===== src/rtl/intc_pkg.sv =====
package intc_pkg;

  // Identifier map: fixed slots first, peripherals follow.
  localparam int ID_NMI     = 0;
  localparam int ID_ABRK    = 1;
  localparam int ID_PERIPH0 = 2;

  // Bits needed to number every source including the two fixed slots.
  function automatic int id_bits(int n_src);
    return $clog2(n_src + ID_PERIPH0);
  endfunction

  // Vector slots are two address units apart.
  function automatic logic [31:0] vec_addr(int base, int id);
    return 32'(base) + 32'(2 * id);
  endfunction

endpackage


===== src/rtl/intc_flags.sv =====
module intc_flags #(
  parameter int N_SRC = 8
) (
  input  logic             clk,
  input  logic             rst_n,
  input  logic [N_SRC-1:0] set_evt,
  input  logic             wr_en,
  input  logic [N_SRC-1:0] wr_data,
  output logic [N_SRC-1:0] flag_q
);

  for (genvar g = 0; g < N_SRC; g++) begin : g_bit
    logic clr_b;
    assign clr_b = wr_en & ~wr_data[g];

    // Set has priority over a software clear in the same cycle.
    always_ff @(posedge clk or negedge rst_n) begin
      if (!rst_n) flag_q[g] <= 1'b0;
      else        flag_q[g] <= set_evt[g] | (flag_q[g] & ~clr_b);
    end
  end

endmodule


===== src/rtl/intc_nmi_edge.sv =====
module intc_nmi_edge (
  input  logic clk,
  input  logic rst_n,
  input  logic nmi_in,
  input  logic take,
  output logic pend
);

  logic line_q;
  logic rise;

  assign rise = nmi_in & ~line_q;

  always_ff @(posedge clk or negedge rst_n) begin
    if (!rst_n) begin
      line_q <= 1'b0;
      pend   <= 1'b0;
    end else begin
      line_q <= nmi_in;
      pend   <= rise | (pend & ~take);
    end
  end

endmodule


===== src/rtl/intc_arbiter.sv =====
module intc_arbiter
  import intc_pkg::*;
#(
  parameter int N_SRC = 8,
  parameter int ID_W  = 4
) (
  input  logic             nmi_pend,
  input  logic             abrk_req,
  input  logic [N_SRC-1:0] flags,
  input  logic [N_SRC-1:0] enable,
  input  logic [N_SRC-1:0] level_hi,
  input  logic             cpu_mask,
  output logic             win_valid,
  output logic [ID_W-1:0]  win_id
);

  logic [N_SRC-1:0] elig;
  logic [N_SRC-1:0] hi_req;
  logic [N_SRC-1:0] lo_req;
  logic             hi_any, lo_any;
  logic [ID_W-1:0]  hi_id, lo_id;

  assign elig   = flags & enable & {N_SRC{~cpu_mask}};
  assign hi_req = elig & level_hi;
  assign lo_req = elig & ~level_hi;

  // Scan from the top index down so the lowest set index is kept last.
  always_comb begin
    hi_any = 1'b0;
    hi_id  = '0;
    lo_any = 1'b0;
    lo_id  = '0;
    for (int i = N_SRC - 1; i >= 0; i--) begin
      if (hi_req[i]) begin
        hi_any = 1'b1;
        hi_id  = ID_W'(i + ID_PERIPH0);
      end
      if (lo_req[i]) begin
        lo_any = 1'b1;
        lo_id  = ID_W'(i + ID_PERIPH0);
      end
    end
  end

  always_comb begin
    win_valid = 1'b1;
    if (nmi_pend)      win_id = ID_W'(ID_NMI);
    else if (abrk_req) win_id = ID_W'(ID_ABRK);
    else if (hi_any)   win_id = hi_id;
    else if (lo_any)   win_id = lo_id;
    else begin
      win_valid = 1'b0;
      win_id    = '0;
    end
  end

endmodule


===== src/rtl/intc_present.sv =====
module intc_present #(
  parameter int ID_W = 4
) (
  input  logic            clk,
  input  logic            rst_n,
  input  logic            win_valid,
  input  logic [ID_W-1:0] win_id,
  input  logic            accept,
  output logic            valid_q,
  output logic [ID_W-1:0] id_q,
  output logic            load
);

  // A new winner is committed only when nothing is being presented.
  assign load = win_valid & ~valid_q;

  always_ff @(posedge clk or negedge rst_n) begin
    if (!rst_n) begin
      valid_q <= 1'b0;
      id_q    <= '0;
    end else if (load) begin
      valid_q <= 1'b1;
      id_q    <= win_id;
    end else if (accept) begin
      valid_q <= 1'b0;
    end
  end

endmodule


===== src/rtl/prio_intc.sv =====
module prio_intc
  import intc_pkg::*;
#(
  parameter int N_SRC    = 8,
  parameter int ADDR_W   = 16,
  parameter int VEC_BASE = 'h0100,
  localparam int ID_W    = id_bits(N_SRC)
) (
  input  logic              clk,
  input  logic              rst_n,
  input  logic [N_SRC-1:0]  src_evt,
  input  logic              flag_wr_en,
  input  logic [N_SRC-1:0]  flag_wr_data,
  output logic [N_SRC-1:0]  flags,
  input  logic [N_SRC-1:0]  src_enable,
  input  logic [N_SRC-1:0]  src_level_hi,
  input  logic              nmi_in,
  input  logic              abrk_req,
  input  logic              cpu_mask,
  input  logic              insn_boundary,
  input  logic              irq_ack,
  output logic              irq_valid,
  output logic [ID_W-1:0]   irq_id,
  output logic [ADDR_W-1:0] irq_vector,
  output logic              mask_set
);

  logic            nmi_pend_w;
  logic            nmi_take_w;
  logic            win_valid_w;
  logic [ID_W-1:0] win_id_w;
  logic            accept_w;
  logic            load_w;

  intc_flags #(.N_SRC(N_SRC)) u_flags (
    .clk     (clk),
    .rst_n   (rst_n),
    .set_evt (src_evt),
    .wr_en   (flag_wr_en),
    .wr_data (flag_wr_data),
    .flag_q  (flags)
  );

  intc_nmi_edge u_nmi (
    .clk    (clk),
    .rst_n  (rst_n),
    .nmi_in (nmi_in),
    .take   (nmi_take_w),
    .pend   (nmi_pend_w)
  );

  intc_arbiter #(.N_SRC(N_SRC), .ID_W(ID_W)) u_arb (
    .nmi_pend  (nmi_pend_w),
    .abrk_req  (abrk_req),
    .flags     (flags),
    .enable    (src_enable),
    .level_hi  (src_level_hi),
    .cpu_mask  (cpu_mask),
    .win_valid (win_valid_w),
    .win_id    (win_id_w)
  );

  intc_present #(.ID_W(ID_W)) u_pres (
    .clk       (clk),
    .rst_n     (rst_n),
    .win_valid (win_valid_w),
    .win_id    (win_id_w),
    .accept    (accept_w),
    .valid_q   (irq_valid),
    .id_q      (irq_id),
    .load      (load_w)
  );

  assign accept_w   = irq_valid & irq_ack & insn_boundary;
  assign nmi_take_w = accept_w & (irq_id == ID_W'(ID_NMI));
  assign mask_set   = accept_w;
  assign irq_vector = ADDR_W'(vec_addr(VEC_BASE, int'(irq_id)));

endmodule


===== config.mk =====
export PLATFORM = sky130hd
export DESIGN_NAME = prio_intc
export DESIGN_NICKNAME = d
export VERILOG_FILES = /design/src/rtl/intc_pkg.sv /design/src/rtl/intc_flags.sv /design/src/rtl/intc_nmi_edge.sv /design/src/rtl/intc_arbiter.sv /design/src/rtl/intc_present.sv /design/src/rtl/prio_intc.sv
export SDC_FILE = /design/constraint.sdc
export NUM_CORES = 1
export LEC_CHECK = 0
export BUFFER_PORTS_ARGS = -buffer_cell sky130_fd_sc_hd__buf_2
export CAP_MARGIN = 20
export CORE_MARGIN = 10
export CORE_UTILIZATION = 43
export CTS_CLUSTER_DIAMETER = 100
export DETAILED_ROUTE_END_ITERATION = 8
export PLACE_DENSITY = 0.8
export SYNTH_ARGS = -nofsm -noshare
export SYNTH_HDL_FRONTEND = slang
export SYNTH_SLANG_ARGS = --single-unit

===== constraint.sdc =====
create_clock -name clk -period 2.1 [get_ports clk]
set_input_delay 0.21 -clock clk [delete_from_list [all_inputs] [get_ports clk]]
set_output_delay 0.21 -clock clk [all_outputs]
set_load 0.005 [all_outputs]

Word level (Yosys, flattened, before mapping)
Cells that the tools add are included.
{ "classes": {"addsub": 1, "n_mux": 42, "n_bitwise": 56, "reduce_logical": 2} }
{ "ops": {"columns": ["operator", "n"], "rows": [
  ["two-way mux 4 bit", 20],
  ["AND 8 bit", 4],
  ["AND 1 bit", 22],
  ["two-way mux 1 bit", 22],
  ["NOT 1 bit", 20],
  ["adder 9 x 5 -> 10 bit, first input constant", 1],
  ["OR 1 bit", 9],
  ["NOT 8 bit", 1],
  ["zero test 4 bit", 1],
  ["nonzero test 2 bit", 1]
]} }
{ "word_totals": {"ff_bits": 15, "inputBits": 40, "out_inout_bits": 30, "word_cells": 113} }

Logic depth before layout (Yosys ltp)
{ "depth": {"depth_word": 17, "mapped_depth": 7, "mapped_depth_nobuf": 5} }

Hierarchy
Synthesis repeated with hierarchy kept, for this count alone.
{ "unflattened": {"hier_cells": 118, "hier_area_um2": 1203.7} }
{ "by_module_without_submodules": {"columns": ["module", "n_inst", "cells_per_inst", "area_per_inst_um2", "seq_area_each_um2"], "rows": [
  ["intc_arbiter", 1, 55, 465.4, 0.0],
  ["intc_flags", 1, 24, 310.3, 200.2],
  ["intc_present", 1, 13, 211.5, 125.1],
  ["prio_intc", 1, 21, 146.4, 0.0],
  ["intc_nmi_edge", 1, 5, 70.1, 50.0]
]} }

Least setup slack after synthesis
OpenSTA, ideal clock, no wires.
{ "synth_path": {"path_kind": "register -> register", "from": "register u_flags.flag_q[2]", "to": "register u_pres.id_q[0]", "setup_time_ns": 0.128, "t_arrival_ns": 1.847, "t_required_ns": 1.972, "path_slack_ns": 0.126, "path_stages_with_launch": 6, "n_path_buf": 0, "period_less_slack_ns": 1.974, "path_cell_list": "dfrtp_1 > and4bb_1 > or4_4 > nor3_4 > a31oi_4 > mux2_1"} }
{ "synth_between": {"elab_chain_len": 11, "word_cells_on_any_way": 25, "classes_between": "mux (20); bitwise (5)"} }
{ "synth_rtl": {"columns": ["item", "line", "text"], "rows": [
  ["from (decl)", "intc_flags.sv:9", "output logic [N_SRC-1:0] flag_q"],
  ["from (signal, indexed assignment)", "intc_flags.sv:19", "else flag_q[g] <= set_evt[g] | (flag_q[g] & ~clr_b);"],
  ["AND 8 bit (*) (2 in series)", "intc_arbiter.sv:23", "assign elig = flags & enable & {N_SRC{~cpu_mask}};"],
  ["AND 8 bit", "intc_arbiter.sv:25", "assign lo_req = elig & ~level_hi;"],
  ["two-way mux 1 bit (3 in series)", "intc_arbiter.sv:38", "if (lo_req[i]) begin"],
  ["two-way mux 1 bit", "intc_arbiter.sv:50", "else if (lo_any) win_id = lo_id;"],
  ["two-way mux 1 bit", "intc_arbiter.sv:49", "else if (hi_any) win_id = hi_id;"],
  ["two-way mux 1 bit", "intc_arbiter.sv:48", "else if (abrk_req) win_id = ID_W'(ID_ABRK);"],
  ["two-way mux 1 bit", "intc_arbiter.sv:47", "if (nmi_pend) win_id = ID_W'(ID_NMI);"],
  ["AND 1 bit", "intc_present.sv:15", "assign load = win_valid & ~valid_q;"],
  ["to (signal assigned)", "intc_present.sv:23", "id_q <= win_id;"],
  ["to (decl)", "intc_present.sv:10", "output logic [ID_W-1:0] id_q,"]
]} }
Mark *: on every way between the ends. The rest lies on a longest branch, timed or not.
A chain may end at the register's enable or synchronous reset.

Worst setup path after layout
{ "layout_path": {"from": "register u_flags.flag_q[2]", "to": "register u_pres.id_q[2]"} }
The elaborated chain is that of the path after synthesis.

==> results by group <==
Clock network
  • Worst skew pair latency: roughly 0.28 ns
  • Clk slew on worst S/H paths: ~0.09 ns
  • TritonCTS Buffers: 3
  • CTS max path bufs: 2
  • H-tree lvl count: 1
  • CTS tree: built
  • CTS root buf: clkbuf_4
  • CTS sink count: 15

Synth
  • Top FF cell, synth: dfrtp_1
  • EDFF count, synth: 0
  • Dominant cell type by area after synthesis: dfrtp_1
  • #FFs+latches synth: 15
  • Synth Instances: roughly 120
  • Seq/Total Area, Yosys: roughly a third
  • Post-synth ARST share: 100.0%
  • Syn Std Cell Area: 1164 um2
  • Syn. warnings: 0
  • Avg Cell Area, Syn: between 9 and 10 um2
  • Top cells by area, synth: dfrtp_1 32%, buf_4 10%, a21o_1 5.8%
  • Yosys cell types: 39
  • Yosys top cell area share: about a third

Worst setup path
  • Critical Path Sink Type: flop
  • Crit path required time: roughly 2.3 ns
  • Worst r2r dst: u_pres.id_q[2]
  • Crit path DAT: 2.19 ns
  • CP max stage cell: or4_4
  • Critical path class: reg -> reg
  • R2R depth: 5
  • Reg2reg start: u_flags.flag_q[2]
  • Largest stage delay, worst path: around 0.57 ns
  • CP cell instances: and4bb_1, or4_4, nor3_4, a31oi_4, mux2_1
  • Setup crit start kind: flop
  • R2R setup slack: 0.08 ns
  • CP Max Fanout: 4

STA
  • Final worst slack: roughly 0.084 ns
  • Fmax: a little under 500 MHz
  • RSZ-0062 raised after global routing: false
  • Final hold vios: 0
  • Final Hold Slack: around 0.044 ns
  • Clock Skews: about 0.00082 ns
  • Max Slew Vio Count: 0
  • Shortest period the worst path allows: around 2.0 ns
  • Setup violations, final: 0
  • Setup_tns: 0 ns
  • Tcrit/Tclk final: 96.02%

Drt
  • Via count: around 1100
  • # DRC: 0
  • Antenna Nets Post-Route: 0
  • Final WL: ~3.3 mm
  • DR pass1 iterations: 4
  • Routed WL per cell: about 16 um
  • Initial drt markers: 22
  • Via density: roughly 5.5

GRT
  • First-pass GRT wire length: 5.457 mm
  • Total global routing overflow: 0
  • Largest net degree at the start of global routing: 16
  • Number of global-route vias before repair: around 1200
  • Initial antenna violation count: 0
  • Total global-route track usage: about 12%

Die
  • Row cnt: 18
  • Core Region: between 2000 and 3000 um2
  • Die area: about 5200 um2
  • Chip width: 72.02 um
  • Die Y: 72.02 um
  • I/O pin cnt: 70
  • Starting Density: about 46%

Power and ir drop
  • Seq pwr share: a little under half
  • Psw: 0.0002447 W
  • Clk network pwr share: 22.1%
  • Maximum vdd drop: around 0.37 mV
  • PwrDens: 519.6 nW/um2
  • Switching Share: about 32%
  • Leakage power: 0.7298 nW
  • Combinational power share: 32.2%
  • Internal power: 0.0005147 W

Min path
  • Worst hold path depth: 1
  • Hold path startpoint: nmi_in
  • Worst hold path type: in -> reg
  • Worst Hold Endpoint: u_nmi.line_q

Finish
  • Final Net Count: 216
  • Antenna cells: 0
  • Layout area overhead: 25.59%
  • Share of layout cells above drive strength 1: about two fifths
  • Core Util, Final: 57.94%
  • Final std cells w/o fill: approximately 210

Placed design
  • Placed cells: ~200
  • Final HPWL DP: 2.877 mm
  • Final GP Congestion: approximately 0.9
  • DP Worst Slack: approximately 0.055 ns
  • Number of port buffers: 57

Flow run
  • MaxCap Viol Count: 0

Run status
  • Status: complete, no violations
==> cells in the mapped netlist, types with 3 or more instances <==
cell type / n
a21o_1: 9
nand4b_1: 7
nand2b_1: 9
o21ai_0: 3
buf_4: 16
mux2_1: 3
and4b_1: 4
inv_1: 4
dfrtp_1: 15
nor4_1: 3
nor2_1: 3
a21oi_1: 5
==> layout by cell type, fill, tap and decap left out, types with 2 or more instances in the layout <==
cell type,synthesis,layout
a211oi_1,2,2
a21o_1,9,9
a21oi_1,5,5
and4b_1,4,4
and4bb_1,2,2
and4bb_2,2,2
buf_2,0,57
buf_4,16,4
clkbuf_4,0,3
conb_1,2,12
dfrtp_1,15,15
inv_1,4,4
mux2_1,3,3
nand2_1,2,2
nand2b_1,9,9
nand3b_1,2,2
nand4b_1,7,7
nand4bb_1,2,2
nor2_1,3,3
nor4_1,3,3
nor4bb_1,2,2
o21ai_0,3,3
==> what timing repair did <==
item,CTS,global route
hold buffers,1,0
resized for setup,0,0
buffers inserted,0,1
setup endpoints to repair,0,3
hold endpoints to repair,15,0
==> sequential cells by signal (all words and copies together) (netlist names) <==
signal,flops
u_nmi.line_q,1
u_pres.id_q,4
u_nmi.pend,1
u_pres.valid_q,1
u_flags.flag_q,8
==> how the worst max path moves through the flow <==
| stage | start | to | depth (start not counted) |
|---|---|---|---|
| 5_1_grt | u_flags.flag_q[2] | u_pres.id_q[1] | 5 |
| 4_1_cts | u_flags.flag_q[2] | u_pres.id_q[2] | 5 |
| 3_3_place_gp | u_flags.flag_q[2] | u_pres.id_q[1] | 5 |
| 6_report | u_flags.flag_q[2] | u_pres.id_q[2] | 5 |
| 3_5_place_dp | u_flags.flag_q[2] | u_pres.id_q[2] | 5 |
| 2_1_floorplan | u_flags.flag_q[2] | u_pres.id_q[0] | 5 |
==> area by class of cell <==
cell class | instances | area [um2]
clock buffers | 3 | 22.52
clock inverters | 1 | 5.005
fillers | 228 | 1061
inverters | 4 | 15.01
multi-input cells | 90 | 680.7
flip-flops and latches | 15 | 375.4
well taps | 30 | 37.54
repair buffers | 62 | 325.3
==> critical path, delay by kind of cell, from the launching register on <==
family             cells  cell delay [ns]
and+or+nand+nor        3             1.03
muxes                  1             0.35
DFF                    1             0.40
AOI/OAI and AO/OA      1             0.14
==> cells by family after synthesis <==
group,count (synthesis),share of synthesized area (%)
AO/OA/AOI/OAI,27,17.31
other,2,0.6454
AND/OR/NAND/NOR,47,33.55
flip-flops,15,32.26
multiplexers,4,3.763
buffers and inverters,22,12.47
==> per-stage QoR <==
| stage | instance area, um2 | power [W] |
|---|---|---|
| 4_1_cts | 1454 | 0.0007663 |
| 3_5_place_dp | 1416 | 0.0005934 |
| 3_3_place_gp | 1416 | 0.0005823 |
| 5_1_grt | 1461 | 0.0008141 |
| 2_1_floorplan | 1201 | 0.0005094 |
| 6_report | 1461 | 0.0007594 |
==> power by group through the flow <==
| stage | sequential, W | clock [W] | combinational, W |
|---|---|---|---|
| 5_1_grt | 0.000351 | 0.000189 | 0.000274 |
| 4_1_cts | 0.000347 | 0.000176 | 0.000243 |
| 6_report | 0.000347 | 0.000168 | 0.000245 |
| 3_5_place_dp | 0.000353 | 0 | 0.000241 |
| 2_1_floorplan | 0.000351 | 0 | 0.000158 |
| 3_3_place_gp | 0.000350 | 0 | 0.000233 |
==> routing by layer <==
layer / vias up / share of wire [%] / GRT usage (%)
li1: 536 / - / -
met1: 525 / 38 / 12.39
met2: 61 / 49 / 22.06
met3: 7 / 13 / 6.531
met4: 0 / 1.0 / 3.226
met5: - / 0 / 0
(Power assumes the default switching activity.)
